`config.mk`:
```
export PLATFORM = sky130hd
export DESIGN_NAME = i2cRegWriteSeq
export DESIGN_NICKNAME = d
export VERILOG_FILES = /design/src/rtl/i2cWrPkg.sv /design/src/rtl/i2cWrCtrl.sv /design/src/rtl/i2cWrDatapath.sv /design/src/rtl/i2cRegWriteSeq.sv
export SDC_FILE = /design/constraint.sdc
export NUM_CORES = 1
export LEC_CHECK = 0
export ABC_AREA = 1
export ABC_CLOCK_PERIOD_IN_PS = 1750
export CORE_ASPECT_RATIO = 0.8
export CORE_MARGIN = 3
export CORE_UTILIZATION = 51
export DETAILED_ROUTE_END_ITERATION = 8
export HOLD_SLACK_MARGIN = 0.05
export PLACE_DENSITY_LB_ADDON = 0.08
export SLEW_MARGIN = 20
export SYNTH_ARGS = -nofsm -noshare
export SYNTH_HDL_FRONTEND = slang
export SYNTH_SLANG_ARGS = --single-unit
```
`constraint.sdc`:
```
create_clock -name clk -period 1.75 [get_ports clk]
set_input_delay 0.35 -clock clk [delete_from_list [all_inputs] [get_ports clk]]
set_output_delay 0.35 -clock clk [all_outputs]
set_load 0.01 [all_outputs]
```
`src/rtl/i2cWrPkg.sv`:
```
package i2cWrPkg;
  // Byte-level events handed from bus control to the datapath.
  typedef struct packed {
    logic frameReset;  // START or STOP seen: restart parsing
    logic subByte;     // a pointer byte is in rxByte
    logic dataByte;    // a data byte is in rxByte
  } ctlStrobeT;
endpackage

```
`src/rtl/i2cWrCtrl.sv`:
```
module i2cWrCtrl
  import i2cWrPkg::*;
#(
  parameter logic [6:0] DEV_ADDR    = 7'h2A,
  parameter int         SYNC_STAGES = 2
) (
  input  logic       clk,
  input  logic       rstN,
  input  logic       sclIn,
  input  logic       sdaIn,
  input  logic       expectSub,
  output ctlStrobeT  strobe,
  output logic [7:0] rxByte,
  output logic       sdaPullLow
);
  typedef enum logic [1:0] {ST_IDLE, ST_DEV, ST_BODY, ST_SKIP} busStateT;

  logic [SYNC_STAGES-1:0] sclSync, sdaSync;
  logic sclS, sdaS, sclD, sdaD;
  logic startEv, stopEv, sclRise, sclFall;
  busStateT state;
  logic [3:0] bitCnt;
  logic [7:0] shiftReg;

  always_ff @(posedge clk or negedge rstN) begin
    if (!rstN) begin
      sclSync <= '1;
      sdaSync <= '1;
    end else begin
      sclSync <= {sclSync[SYNC_STAGES-2:0], sclIn};
      sdaSync <= {sdaSync[SYNC_STAGES-2:0], sdaIn};
    end
  end

  assign sclS    = sclSync[SYNC_STAGES-1];
  assign sdaS    = sdaSync[SYNC_STAGES-1];
  assign startEv = sclS && sclD && sdaD && !sdaS;
  assign stopEv  = sclS && sclD && !sdaD && sdaS;
  assign sclRise = sclS && !sclD;
  assign sclFall = !sclS && sclD;

  always_ff @(posedge clk or negedge rstN) begin
    if (!rstN) begin
      sclD       <= 1'b1;
      sdaD       <= 1'b1;
      state      <= ST_IDLE;
      bitCnt     <= '0;
      shiftReg   <= '0;
      rxByte     <= '0;
      sdaPullLow <= 1'b0;
      strobe     <= '0;
    end else begin
      sclD   <= sclS;
      sdaD   <= sdaS;
      strobe <= '0;
      if (startEv) begin
        state             <= ST_DEV;
        bitCnt            <= '0;
        sdaPullLow        <= 1'b0;
        strobe.frameReset <= 1'b1;
      end else if (stopEv) begin
        state             <= ST_IDLE;
        bitCnt            <= '0;
        sdaPullLow        <= 1'b0;
        strobe.frameReset <= 1'b1;
      end else if (state == ST_DEV || state == ST_BODY) begin
        if (sclRise && bitCnt < 4'd9) begin
          if (bitCnt < 4'd8) shiftReg <= {shiftReg[6:0], sdaS};
          bitCnt <= bitCnt + 4'd1;
        end else if (sclFall) begin
          if (bitCnt == 4'd8) begin
            rxByte <= shiftReg;
            if (state == ST_DEV) begin
              if (shiftReg[7:1] == DEV_ADDR && !shiftReg[0]) begin
                sdaPullLow <= 1'b1;
                state      <= ST_BODY;
              end else begin
                state <= ST_SKIP;
              end
            end else begin
              sdaPullLow <= 1'b1;
              if (expectSub) strobe.subByte  <= 1'b1;
              else           strobe.dataByte <= 1'b1;
            end
          end else if (bitCnt == 4'd9) begin
            sdaPullLow <= 1'b0;
            bitCnt     <= '0;
          end
        end
      end
    end
  end
endmodule

```
`src/rtl/i2cWrDatapath.sv`:
```
module i2cWrDatapath
  import i2cWrPkg::*;
#(
  parameter int               ADDR_W   = 7,
  parameter int               DATA_W   = 32,
  parameter int               CHAN_N   = 3,
  parameter logic [ADDR_W-1:0] MODE_SUB = 7'h7E,
  parameter logic [ADDR_W-1:0] WORD_TOP = 7'h6B,
  parameter logic [ADDR_W-1:0] SKIP_LO  = 7'h3B,
  parameter logic [ADDR_W-1:0] SKIP_HI  = 7'h49,
  parameter logic [ADDR_W-1:0] SKIP_A   = 7'h4F,
  parameter logic [ADDR_W-1:0] SKIP_B   = 7'h5E
) (
  input  logic              clk,
  input  logic              rstN,
  input  ctlStrobeT         strobe,
  input  logic [7:0]        rxByte,
  output logic              expectSub,
  output logic              wrValid,
  output logic [ADDR_W-1:0] wrAddr,
  output logic [DATA_W-1:0] wrData,
  output logic              wrWord,
  output logic [CHAN_N-1:0] wrChanMask
);
  localparam int BPW   = DATA_W / 8;
  localparam int IDX_W = $clog2(BPW);

  logic [7:0]        modeReg;
  logic              autoInc;
  logic [ADDR_W-1:0] ptr;
  logic [IDX_W-1:0]  byteIdx;
  logic [DATA_W-9:0] acc;
  logic [CHAN_N-1:0] chanSel;
  logic              wordUnit;

  assign chanSel  = modeReg[CHAN_N-1:0];
  assign wordUnit = (chanSel != '0) && (ptr <= WORD_TOP);

  function automatic logic [ADDR_W-1:0] stepPtr(input logic [ADDR_W-1:0] p);
    logic [ADDR_W-1:0] n;
    n = p + 1'b1;
    if (n >= SKIP_LO && n <= SKIP_HI) n = ADDR_W'(SKIP_HI + 1'b1);
    if (n == SKIP_A) n = ADDR_W'(SKIP_A + 1'b1);
    if (n == SKIP_B) n = ADDR_W'(SKIP_B + 1'b1);
    return n;
  endfunction

  always_ff @(posedge clk or negedge rstN) begin
    if (!rstN) begin
      modeReg    <= '0;
      autoInc    <= 1'b0;
      ptr        <= '0;
      byteIdx    <= '0;
      acc        <= '0;
      expectSub  <= 1'b1;
      wrValid    <= 1'b0;
      wrAddr     <= '0;
      wrData     <= '0;
      wrWord     <= 1'b0;
      wrChanMask <= '0;
    end else begin
      wrValid <= 1'b0;
      if (strobe.frameReset) begin
        expectSub <= 1'b1;
        byteIdx   <= '0;
      end else if (strobe.subByte) begin
        autoInc   <= rxByte[7];
        ptr       <= rxByte[ADDR_W-1:0];
        expectSub <= 1'b0;
        byteIdx   <= '0;
      end else if (strobe.dataByte) begin
        if (wordUnit && byteIdx != IDX_W'(BPW - 1)) begin
          acc     <= {acc[DATA_W-17:0], rxByte};
          byteIdx <= byteIdx + 1'b1;
        end else begin
          if (ptr == MODE_SUB) begin
            modeReg <= rxByte;
          end else begin
            wrValid    <= 1'b1;
            wrAddr     <= ptr;
            wrWord     <= wordUnit;
            wrChanMask <= wordUnit ? chanSel : '0;
            wrData     <= wordUnit ? {acc, rxByte} : DATA_W'(rxByte);
          end
          byteIdx <= '0;
          if (autoInc) ptr       <= stepPtr(ptr);
          else         expectSub <= 1'b1;
        end
      end
    end
  end
endmodule

```
`src/rtl/i2cRegWriteSeq.sv`:
```
module i2cRegWriteSeq
  import i2cWrPkg::*;
#(
  parameter logic [6:0] DEV_ADDR    = 7'h2A,
  parameter int         DATA_W      = 32,
  parameter int         CHAN_N      = 3,
  parameter int         SYNC_STAGES = 2
) (
  input  logic              clk,
  input  logic              rstN,
  input  logic              sclIn,
  input  logic              sdaIn,
  output logic              sdaPullLow,
  output logic              wrValid,
  output logic [6:0]        wrAddr,
  output logic [DATA_W-1:0] wrData,
  output logic              wrWord,
  output logic [CHAN_N-1:0] wrChanMask
);
  localparam int ADDR_W = 7;

  ctlStrobeT  strobe;
  logic [7:0] rxByte;
  logic       expectSub;

  i2cWrCtrl #(.DEV_ADDR(DEV_ADDR), .SYNC_STAGES(SYNC_STAGES)) uCtrl (
    .clk(clk), .rstN(rstN), .sclIn(sclIn), .sdaIn(sdaIn),
    .expectSub(expectSub), .strobe(strobe), .rxByte(rxByte),
    .sdaPullLow(sdaPullLow)
  );

  i2cWrDatapath #(.ADDR_W(ADDR_W), .DATA_W(DATA_W), .CHAN_N(CHAN_N)) uData (
    .clk(clk), .rstN(rstN), .strobe(strobe), .rxByte(rxByte),
    .expectSub(expectSub), .wrValid(wrValid), .wrAddr(wrAddr),
    .wrData(wrData), .wrWord(wrWord), .wrChanMask(wrChanMask)
  );
endmodule

```
# Word-level counts from Yosys, hierarchy flattened
# Cells that the tools add are included.
dict set report totals {
  ff_bits 114
  out_inout_bits 45
  wordCells 161
}
dict set report op_classes {
  n_addsub 3
  magnitude_cmp 5
  eq_ne 15
  muxes 68
  n_bitwise 7
  reduce_logical 40
}
# operator count
set op_table {}
lappend op_table {{$mux W7} 17}
lappend op_table {{$mux W2} 18}
lappend op_table {{$mux W32} 1}
lappend op_table {{$mux W4} 7}
lappend op_table {{$reduce_and A5 Y1} 5}
lappend op_table {{$mux W1} 24}
lappend op_table {{$eq A7 B7 Y1 const B} 3}
lappend op_table {{$reduce_bool A3 Y1} 6}
lappend op_table {{$le A7 B7 Y1 const B} 2}
lappend op_table {{$logic_and A1 B1 Y1} 12}
lappend op_table {{$reduce_and A4 Y1} 3}
lappend op_table {{$reduce_bool A4 Y1} 3}
lappend op_table {{$eq A4 B4 Y1 const B} 2}
lappend op_table {{$lt A4 B4 Y1 const B} 2}
lappend op_table {{$add A7 B1 Y7 const B} 1}
lappend op_table {{$eq A7 B6 Y1 const B} 1}
lappend op_table {{$ge A7 B6 Y1 const B} 1}
lappend op_table {{$not A1 Y1} 7}
lappend op_table {{$ne A3 B3 Y1 const B} 2}
lappend op_table {{$reduce_and A6 Y1} 1}
lappend op_table {{$logic_not A1 Y1} 5}
lappend op_table {{$ne A5 B3 Y1 const B} 1}
lappend op_table {{$add A4 B1 Y4 const B} 1}
lappend op_table {{$ne A2 B2 Y1 const B} 2}
lappend op_table {{10 further kinds} 11}

# Logic depth before layout (Yosys ltp)
dict set report depth {
  depth_word 22
  depth_mapped 17
  mapped_depth_nobuf 17
}

# Cells and area by module
# Synthesis repeated with hierarchy kept, for this count alone.
dict set report hier_totals {
  hier_cells 580
  area_unflattened_um2 5178.7
}
# mod instances cells_each area_per_inst_um2 seq_area_each_um2
set modules_own_cells {}
lappend modules_own_cells {i2cWrDatapath 1 417 3627.2 2053.2}
lappend modules_own_cells {i2cWrCtrl 1 163 1551.5 808.3}

# Worst setup path before layout
# Ideal clock, no wire load.
dict set report synth_timing {
  path_kind {register to register}
  from {reg uData.ptr[0]}
  to {reg uData.ptr[0]}
  setup_time_ns 0.116
  arrival_ns 1.728
  required_ns 1.634
  path_slack_ns -0.095
  path_stages_with_launch 15
  path_buffers 0
  period_less_slack_ns 1.845
  path_cell_list {dfrtp_1 > ha_1 > nand3_2 > xor2_1 > nor2_4 > nand2_1 > nand2_2 > nand2_4 > nand3_2 > nand2_1 > inv_1 > nand2_1 > nand2_1 > nand2_1 > nand2_1}
}
dict set report synth_between {
  elab_chain_len 22
}
# element line
set synth_lines {}
lappend synth_lines {{start: declaration} i2cWrDatapath.sv:30} ;# logic [ADDR_W-1:0] ptr;
lappend synth_lines {{start signal: assignment} i2cWrDatapath.sv:68} ;# ptr <= rxByte[ADDR_W-1:0];
lappend synth_lines {{start signal: assignment} i2cWrDatapath.sv:86} ;# if (autoInc) ptr <= stepPtr(ptr);
lappend synth_lines {{$add A7 B1 Y7} i2cWrDatapath.sv:41} ;# n = p + 1'b1;
lappend synth_lines {{$ge A7 B6 Y1 / $le A7 B7 Y1 (equally long branches)} i2cWrDatapath.sv:42} ;# if (n >= SKIP_LO && n <= SKIP_HI) n = ADDR_W'(SKIP_HI + 1'b1);
lappend synth_lines {{$logic_and A1 B1 Y1} i2cWrDatapath.sv:42}
lappend synth_lines {{$mux W7} i2cWrDatapath.sv:42}
lappend synth_lines {{$mux W7} i2cWrDatapath.sv:86}
lappend synth_lines {{$mux W7} i2cWrDatapath.sv:72} ;# if (wordUnit && byteIdx != IDX_W'(BPW - 1)) begin
lappend synth_lines {{$mux W7} i2cWrDatapath.sv:71} ;# end else if (strobe.dataByte) begin
lappend synth_lines {{$mux W7} i2cWrDatapath.sv:66} ;# end else if (strobe.subByte) begin
lappend synth_lines {{[... 6 more ...]} -}
lappend synth_lines {{$mux W7} i2cWrDatapath.sv:66}
lappend synth_lines {{$mux W7} i2cWrDatapath.sv:63} ;# if (strobe.frameReset) begin
lappend synth_lines {{$eq A7 B7 Y1} i2cWrDatapath.sv:44} ;# if (n == SKIP_B) n = ADDR_W'(SKIP_B + 1'b1);
lappend synth_lines {{$mux W7} i2cWrDatapath.sv:44}
lappend synth_lines {{$mux W7} i2cWrDatapath.sv:86}
lappend synth_lines {{$mux W7} i2cWrDatapath.sv:72}
lappend synth_lines {{$mux W7} i2cWrDatapath.sv:71}
lappend synth_lines {{$mux W7} i2cWrDatapath.sv:66}
# Parallel ways exist; a longest one is shown, timed or not. The select of a mux whose other input is x is not followed.
# A chain may end at the register's enable or synchronous reset.

# Worst setup path after layout
dict set report layout_timing {
  from {reg uData.ptr[5]}
  to {reg uData.ptr[6]}
}
# The elaborated chain is that of the path after synthesis.

==> reports/metrics.cfg <==
[placed_design]
gp_congestion = 0.8886
portBuffers = 48
place_hpwl_um = 7742

[timing]
skew_ps = 8.767
finalCriticalPeriod_ps = 1988
maxSlewViolCount = 0
slew_headroom_pct = 70.83
fmax_mhz = 503.1
tns_ps = -9091
rsz0062_at_grt = yes
tightestPinTransition_ps = 437.5
min_period_over_period_pct = 113.6
hold_violations = 0
worst_slack_ps = -237.6
final-setup-viol-count = 74
whs_ps = 278.7

[synth]
yosysWarnings = 0
ys_types = 33
ys_ff_latch = 114
synth-edff-count = 0
syn_avg_cell_area_um2 = 8.941
async_reset_ff_share_pct = 100.0
yosysSeqAreaShare_pct = 58.51
syn-cell-area_mm2 = 0.004891
ys.flop_type = dfrtp_1
synthCells = 547
synth_top_cell_by_area = dfrtp_1
netlist.area_leader.share_pct = 54.75
synth_area_leaders = dfrtp_1 (55%), nand2_1 (10%), o21ai_0 (9.1%)
synth_nets = 560

[floorplan]
rows = 31
die_x_um = 115.5
initial_core_util_pct = 53.21
core-area_mm2 = 0.009193
die_h_um = 93.59
pin_count = 49
die_area_mm2 = 0.01081

[cts]
clock_path_buffers = 2
numClockSinks = 114
insertion_delay_ps = 420
cts_tree = done
cts-root-buf = clkbuf_16
htreeDepth = 4
clkTransAtPathRegs_ps = 50
cts_made_buffers = 17

[setup_path]
crit_path_start_kind = flop
worstSetupPathType = reg2reg
rr_worst_depth = 12
crit_path_end_kind = flop
crit_arrival_ps = 2270
cp.required_ps = 2040
worstPathMaxFanout = 8

[drt]
vias_per_cell = 5.720
drt_iter0_markers = 353
dr.pass1.iters = 5
wl_per_cell_um = 19.98
drc = 0
ant_nets = 0
vias = 4570
wirelength_um = 15970

[global_routing]
grt_remaining_overflow = 0
grt_antenna_before_repair = 1
grt_pass1_wl_um = 19400
grtUsageTotal_pct = 23.46
grt_start_max_net_pins = 55
grt_pass1_vias = 3992

[layout]
final_common_cell = dfrtp_1
nets = 684
diodes = 0
final_cell_mix = dfrtp_1 (101), nand2_1 (70), inv_1 (64)
post-route-util_pct = 82.65
drive_gt1_share_pct = 39.91
area_growth_pct = 55.33

[run_status]
outcome = finished, violations left
violations = setup timing

[power]
p_leak_nw = 3.434
cellPowerDensity_mw_per_mm2 = 901.8
ir_drop_v = 0.0009969

[hold_path]
hp-class = in2async

[job]
maxCapViolations = 0

==> power breakdown <==
group	switching [mW]	internal (mW)
Sequential	0.0554	2.73
Clock	1.21	2.56
Combinational	0.191	0.103
==> cell usage after synthesis (2+ instances only) <==
library cell and n:
nand2_1 131, dfrtp_1 107, o21ai_0 89, inv_1 73, nor2_1 28, nand3_1 22
a21oi_1 15, ha_1 9, buf_2 8, clkbuf_1 7, dfstp_2 7, o21ai_1 7
nand2_2 5, nand3_2 5, nand4_1 4, nor3_1 4, a31oi_1 3, inv_2 3
o211ai_1 3, o22ai_1 3, xor2_1 2
==> through the flow <==
step | power [mW] | instances | instance area [um2] | setup slack [ps]
6_report | 6.851 | 799 | 7597 | -237.6
5_1_grt | 7.037 | 799 | 7597 | -319.6
4_1_cts | 6.819 | 770 | 6590 | -109.5
3_5_place_dp | 3.088 | 730 | 5789 | -171.7
3_3_place_gp | 3.075 | 730 | 5789 | -94.82
2_1_floorplan | 2.944 | 547 | 4935 | 6.053
==> area by class of cell <==
cell class / count / area (um2)
Sequential cell: 114 / 2869
Multi-Input combinational cell: 339 / 2295
Fill cell: 482 / 1595
Timing Repair Buffer: 122 / 1345
Clock buffer: 23 / 498.0
Inverter: 77 / 296.5
Clock inverter: 9 / 150.1
Tap cell: 115 / 143.9
==> sequential cells by signal, summed over array words and instances, names as in the netlist, 3 cells and up <==
name              count
uData.wrAddr          7
uCtrl.strobe          3
uData.wrChanMask      3
uData.modeReg         3
uData.acc            24
uCtrl.rxByte          8
uCtrl.bitCnt          4
uCtrl.shiftReg        8
uData.wrData         32
uData.ptr             7
==> logic make-up (layout without fill, tap and decap cells) <==
kind of cell	after synthesis	count (layout)	synth area share, %
and+or+nand+nor	204	205	17.93
AOI/OAI and AO/OA	123	123	13.15
DFF	114	114	58.51
buffers and inverters	95	231	7.751
adders and majority gates	9	9	2.302
xor gates and xnor gates	2	2	0.3582
==> metal layers <==
metal,track usage (%),routed length [um],vias to the layer above
met4,8.407,556,2
met2,35.31,7854,216
li1,-,-,2010
met3,6.792,1114,50
met1,32.51,6429,2292
met5,0,13,-
==> critical path, stage by stage (launching register included) <==
cell and delay [ps]:
dfrtp_2 460, buf_4 150, buf_4 130, inv_1 150
nand3_1 120, nand2_2 130, nor2_4 50, nand2_1 90
nand2_2 90, nand2_4 110, buf_4 130, nor3b_4 180
o22ai_1 90
==> what timing repair did <==
action	4_1_cts	5_1_grt
pin swaps	16	23
gates resized for setup	27	235
setup buffers	6	15
cloned	1	15
setup endpoints to repair	30	100
endpoints found under the hold margin	73	0
hold buffers	1	0
==> final timing paths <==
path / startpoint / end / slack, ps
worst max-delay path: uData.ptr[5] / uData.ptr[6] / -240
worst min-delay path: rstN / uData.wrData[24] / 280
worst max register to register: uData.ptr[5] / uData.ptr[6] / -240
worst min register to register: uCtrl.sclSync[0] / uCtrl.sclSync[1] / 350
max in group asynchronous: rstN / uData.acc[2] / 850
min in group clk: sclIn / uCtrl.sclSync[0] / 340
Power figures use the tool's default switching activity.
